[src/rtl/baud_pkg.sv]
package baud_pkg;
   function automatic bit is_pow2(input int unsigned v);
      return (v != 0) && ((v & (v - 1)) == 0);
   endfunction
endpackage

[src/rtl/baud_div_reg.sv]
module baud_div_reg #(
   parameter int DIV_W   = 16,
   parameter int RST_DIV = 1
) (
   input  logic             clk,
   input  logic             rst,
   input  logic [DIV_W-1:0] div_in,
   input  logic             div_wr,
   output logic [DIV_W-1:0] div_q,
   output logic [DIV_W-1:0] div_new
);
   localparam logic [DIV_W-1:0] RST_VAL = DIV_W'(RST_DIV);

   // zero is mapped to one so the counter never sees an empty period
   assign div_new = (div_in == '0) ? DIV_W'(1) : div_in;

   always_ff @(posedge clk) begin
      if (rst)         div_q <= RST_VAL;
      else if (div_wr) div_q <= div_new;
   end

   p_div_nonzero_r4: assert property (@(posedge clk) disable iff (rst)
      div_q != '0);
endmodule

[src/rtl/baud_div_counter.sv]
module baud_div_counter #(
   parameter int DIV_W   = 16,
   parameter int RST_DIV = 1
) (
   input  logic             clk,
   input  logic             rst,
   input  logic             div_wr,
   input  logic [DIV_W-1:0] div_q,
   input  logic [DIV_W-1:0] div_new,
   output logic             fire,
   output logic             tick16
);
   localparam logic [DIV_W-1:0] RST_CNT = DIV_W'(RST_DIV - 1);

   logic [DIV_W-1:0] cnt;

   assign fire = !rst && !div_wr && (cnt == '0);

   always_ff @(posedge clk) begin
      if (rst) begin
         cnt    <= RST_CNT;
         tick16 <= 1'b0;
      end else if (div_wr) begin
         cnt    <= div_new - DIV_W'(1);
         tick16 <= 1'b0;
      end else if (cnt == '0) begin
         cnt    <= div_q - DIV_W'(1);
         tick16 <= 1'b1;
      end else begin
         cnt    <= cnt - DIV_W'(1);
         tick16 <= 1'b0;
      end
   end

   p_reset_quiet_r1: assert property (@(posedge clk)
      rst |=> !tick16);
   p_write_quiet_r5: assert property (@(posedge clk) disable iff (rst)
      div_wr |=> !tick16);
   p_cnt_in_period_r2: assert property (@(posedge clk) disable iff (rst)
      cnt < div_q);
   p_reload_r2: assert property (@(posedge clk) disable iff (rst)
      fire |=> (tick16 && (cnt == div_q - DIV_W'(1))));
endmodule

[src/rtl/baud_bit_counter.sv]
module baud_bit_counter #(
   parameter int OVS = 16
) (
   input  logic clk,
   input  logic rst,
   input  logic fire,
   output logic tick1
);
   localparam int OVS_W = $clog2(OVS);
   localparam logic [OVS_W-1:0] LAST = OVS_W'(OVS - 1);

   logic [OVS_W-1:0] bc;

   always_ff @(posedge clk) begin
      if (rst) begin
         bc    <= '0;
         tick1 <= 1'b0;
      end else if (fire) begin
         bc    <= bc + OVS_W'(1);
         tick1 <= (bc == LAST);
      end else begin
         tick1 <= 1'b0;
      end
   end

   p_bit_wrap_r6: assert property (@(posedge clk) disable iff (rst)
      (fire && bc == LAST) |=> (tick1 && bc == '0));
endmodule

[src/rtl/baud_strobe_gen.sv]
module baud_strobe_gen #(
   parameter int DIV_W          = 16,
   parameter int OVS            = 16,
   parameter int RST_DIV        = 1,
   parameter bit HAS_BIT_STROBE = 1'b1
) (
   input  logic             clk,
   input  logic             rst,
   input  logic [DIV_W-1:0] div_in,
   input  logic             div_wr,
   output logic             tick16,
   output logic             tick1
);
   import baud_pkg::*;

   if (DIV_W < 2 || DIV_W > 31) begin : g_bad_width
      $error("DIV_W out of range");
   end
   if (!is_pow2(OVS) || OVS < 2) begin : g_bad_ovs
      $error("OVS must be a power of two of at least 2");
   end
   if (RST_DIV < 1 || RST_DIV >= (1 << DIV_W)) begin : g_bad_rst
      $error("RST_DIV out of range");
   end

   logic [DIV_W-1:0] div_q, div_new;
   logic             fire;

   baud_div_reg #(.DIV_W(DIV_W), .RST_DIV(RST_DIV)) u_reg (
      .clk(clk), .rst(rst), .div_in(div_in), .div_wr(div_wr),
      .div_q(div_q), .div_new(div_new));

   baud_div_counter #(.DIV_W(DIV_W), .RST_DIV(RST_DIV)) u_cnt (
      .clk(clk), .rst(rst), .div_wr(div_wr), .div_q(div_q),
      .div_new(div_new), .fire(fire), .tick16(tick16));

   if (HAS_BIT_STROBE) begin : g_bit
      baud_bit_counter #(.OVS(OVS)) u_bit (
         .clk(clk), .rst(rst), .fire(fire), .tick1(tick1));
   end else begin : g_no_bit
      assign tick1 = 1'b0;
   end

   p_bit_with_fast_r6: assert property (@(posedge clk) disable iff (rst)
      tick1 |-> tick16);
   p_reset_bit_quiet_r1: assert property (@(posedge clk)
      rst |=> !tick1);
endmodule

[config.mk]
export PLATFORM = sky130hd
export DESIGN_NAME = baud_strobe_gen
export DESIGN_NICKNAME = d
export VERILOG_FILES = /design/src/rtl/baud_pkg.sv /design/src/rtl/baud_div_reg.sv /design/src/rtl/baud_div_counter.sv /design/src/rtl/baud_bit_counter.sv /design/src/rtl/baud_strobe_gen.sv
export SDC_FILE = /design/constraint.sdc
export NUM_CORES = 1
export LEC_CHECK = 0
export CAP_MARGIN = 20
export CORE_ASPECT_RATIO = 0.6
export CORE_UTILIZATION = 55
export DETAILED_ROUTE_END_ITERATION = 8
export GPL_TIMING_DRIVEN = 0
export PLACE_DENSITY = 0.9
export SLEW_MARGIN = 10
export SYNTH_ARGS = -nofsm -noshare
export SYNTH_HDL_FRONTEND = slang
export SYNTH_SLANG_ARGS = --single-unit
[constraint.sdc]
create_clock -name clk -period 3.2 [get_ports clk]
set_input_delay 0.32 -clock clk [delete_from_list [all_inputs] [get_ports clk]]
set_output_delay 0.32 -clock clk [all_outputs]
set_load 0.05 [all_outputs]
==> metrics.csv <==
stage;metric;value;unit
run_status;outcome;finished, final reports clean;
finish;commonest cells after routing, fill and taps aside;dfxtp_1 (38), a21oi_1 (30), nor2_1 (22), clkdlybuf4s50_1 (19), o21ai_0 (15);
setup_path;CP max-delay cell;clkdlybuf4s50_1;
worst_hold_path;HP Start;rst;
power_and_ir_drop;Power Density;535;nW/um^2
worst_hold_path;Worst Hold Depth;2;
setup_path;Worst EP arrival;3.06;ns
global_route;initial antenna violation count;0;
setup_path;Critical Path RT;3.37;ns
setup_path;crit path capture type;flop;
setup_path;RR Startpoint;u_cnt.cnt[11];
finish;share of cells above drive strength 1;10.2;%
logic_synthesis;Syn Inst Count;227;
setup_path;worst path cell trace;clkdlybuf4s50_1 > buf_4 > clkbuf_1 > clkbuf_1 > buf_1 > o21ai_0 > o21ai_0 > a21oi_1;
logic_synthesis;sequential area share after synthesis;39.2;%
global_route;GR Overflow Total;0;
timing;Final Skew;0.00718;ns
global_route;vias in the first global route;1499;
logic_synthesis;Synth Cell Area;1940;um^2
timing;Slew Viols, Final;0;
logic_synthesis;syn_nets;248;
timing;RSZ-0062 raised after global routing;no;
setup_path;R2R Setup Slk;0.47;ns
power_and_ir_drop;VDD IR max;391;uV
finish;Layout area overhead;20.1;%
logic_synthesis;number of synthesized register bits;38;
timing;total negative slack;0;ns
logic_synthesis;main flop type after synthesis;dfxtp_1;
logic_synthesis;syn avg cell area;8.54;um^2
power_and_ir_drop;leakage;0.848;nW
route;Post-Route WL;4.93;mm
timing;max_slew headroom;53.7;%
route;DRT Pass-1 Iters;5;
logic_synthesis;Post-synth EDFFs;0;
route;Antenna Nets Post-Route;0;
clocking;post_cts resized;0;
flow_run;MaxCap Viol Count;0;
logic_synthesis;Synth area leader;dfxtp_1;
setup_path;FF-to-FF End;u_cnt.cnt[8];
floorplan;die area;3780;um^2
finish;commonest non-fill, non-tap cell in the layout;dfxtp_1;
route;Iteration-0 DRC Markers;161;
timing;worst slew pin tran;0.695;ns
finish;Post-Layout Cell Count;299;
finish;fin nets;274;
global_route;Total GRT Usage;28.5;%
clocking;clk sinks;38;
finish;Antenna diodes;0;
worst_hold_path;worst min-delay path class;in2reg;
floorplan;Die Ht;48.0;um
clocking;CTS Hold Bufs;0;
clocking;TritonCTS clock tree;done;
placed_design;routability cong.;0.855;
placed_design;Cells after DPL;291;
clocking;Clock Tree Buf Depth;2;
floorplan;I/O pins;21;
timing;period utilization;90.4;%
route;Via density;6.05;
placed_design;Port Buffers;19;
clocking;Reg clk slew, reported paths;0.08;ns
floorplan;standard-cell row count;16;
route;drt wl/cell;16.5;um
global_route;global-route wire length before repair;7.73;mm
clocking;cts bufs inserted;5;
timing;fin crit period;2.89;ns
timing;f_max;346;MHz
timing;Fin. Hold Viols;0;
worst_hold_path;Hold EP;u_cnt.cnt[10];
setup_path;worst-path maximum fanout;10;
setup_path;R2R depth;10;
placed_design;hpwl dp;3.48;mm
global_route;largest net degree at the start of global routing;13;
floorplan;starting density of the core;58.7;%
clocking;CTS Root Cell;clkbuf_8;
placed_design;dpl cell area;2190;um^2
clocking;Worst-Skew Late Latency;0.30;ns
clocking;Setup Fix Bufs, Post-CTS;0;
finish;design area;2330;um^2
timing;final setup violation count;0;
logic_synthesis;synth unique cells;45;
setup_path;Startpoint Class;input pin;
setup_path;CP peak stage delay;0.64;ns
route;vias;1808;
logic_synthesis;Post-synth ARST share;0;%
floorplan;Core Area;3300;um^2
logic_synthesis;Synth Warn #;0;
route;drt drc;0;
clocking;H-tree depth;2;
logic_synthesis;post-synth top area share;39.2;%
setup_path;kind of critical path;in2reg;
logic_synthesis;Area contributors post-synth;dfxtp_1 (39%), a21oi_1 (7.7%), mux2i_1 (5.2%);
floorplan;Die Wd;78.7;um
==> where the power goes <==
| group | leakage, nW | total (mW) | switching [mW] | internal (mW) |
|---|---|---|---|---|
| Clock | 0.0714 | 0.518 | 0.185 | 0.333 |
| Combinational | 0.464 | 0.203 | 0.113 | 0.0896 |
| Sequential | 0.313 | 0.525 | 0.0221 | 0.503 |
| Total | 0.848 | 1.25 | 0.320 | 0.925 |
==> kinds of logic after synthesis <==
kind of cell               after synthesis  synth area share, %
buffers and inverters                   16                 4.19
and+or+nand+nor                         86                 24.2
AOI/OAI and AO/OA                       68                 22.8
adders and majority gates                2                 1.29
DFF                                     38                 39.2
muxes                                   10                 5.16
xor gates and xnor gates                 7                 3.16
==> layer usage <==
metal / GRT usage [%] / vias up / share of wire [%]
li1: - / 875 / -
met1: 41.3 / 851 / 48
met2: 41.7 / 75 / 41
met3: 7.43 / 7 / 10
met4: 7.78 / 0 / 0.89
met5: 0 / - / 0
==> critical path, delay by kind of cell <==
family	cells	cell delay, ns
compound gates	3	0.44
buf+inv	5	2.28
==> registers in the layout, indices dropped and copies added (netlist names) <==
register           cells
u_cnt.tick16           1
u_reg.div_q           16
u_cnt.cnt             16
g_bit.u_bit.tick1      1
g_bit.u_bit.bc         4
==> cell usage after synthesis (2+ instances only) <==
| cell | instances |
|---|---|
| a211o_1 | 3 |
| a211oi_1 | 2 |
| a21o_1 | 3 |
| a21oi_1 | 30 |
| and2_1 | 2 |
| and4_1 | 2 |
| buf_2 | 2 |
| buf_6 | 2 |
| clkbuf_1 | 7 |
| dfxtp_1 | 38 |
| ha_1 | 2 |
| inv_1 | 3 |
| mux2i_1 | 10 |
| nand2_1 | 14 |
| nand2b_1 | 13 |
| nand4_1 | 2 |
| nor2_1 | 22 |
| nor2b_1 | 4 |
| nor4_1 | 10 |
| nor4_2 | 2 |
| o211ai_1 | 2 |
| o21ai_0 | 15 |
| o31ai_1 | 2 |
| or2_2 | 6 |
| or3_1 | 3 |
| or4_1 | 2 |
| xnor2_1 | 2 |
| xor2_1 | 5 |
==> how the worst max path moves through the flow <==
stage | start | endpoint
floorplan | u_cnt.cnt[3] | u_cnt.cnt[14]
global placement | div_in[5] | u_cnt.cnt[8]
detailed placement | div_wr | u_cnt.cnt[4]
CTS | div_wr | u_cnt.cnt[4]
global route | div_in[5] | u_cnt.cnt[10]
finish | div_wr | u_cnt.cnt[4]
==> cell type report <==
cell class                 instances  area [um^2]
buffer                            13         70.1
fill                             255          975
sequential                        38          761
tap                               45         56.3
timing repair buffer              19          190
clock inverter                     2         60.1
clock buffer                       6         82.6
multi-input combinational        173         1100
inverter                           3         11.3
==> per-stage QoR <==
| stage | power, mW | hold WS [ns] | worst slack [ns] | util, % |
|---|---|---|---|---|
| after floorplan | 0.664 | 0.451 | 0.949 | - |
| after global placement | 0.726 | 0.461 | 0.166 | 66.2 |
| after detailed placement | 0.732 | 0.465 | 0.138 | 66.2 |
| after CTS | 1.24 | 0.382 | 0.449 | 70.5 |
| after global routing | 1.29 | 0.460 | 0.160 | 70.5 |
| final | 1.25 | 0.381 | 0.308 | 70.5 |
Power figures use the tool's default switching activity.
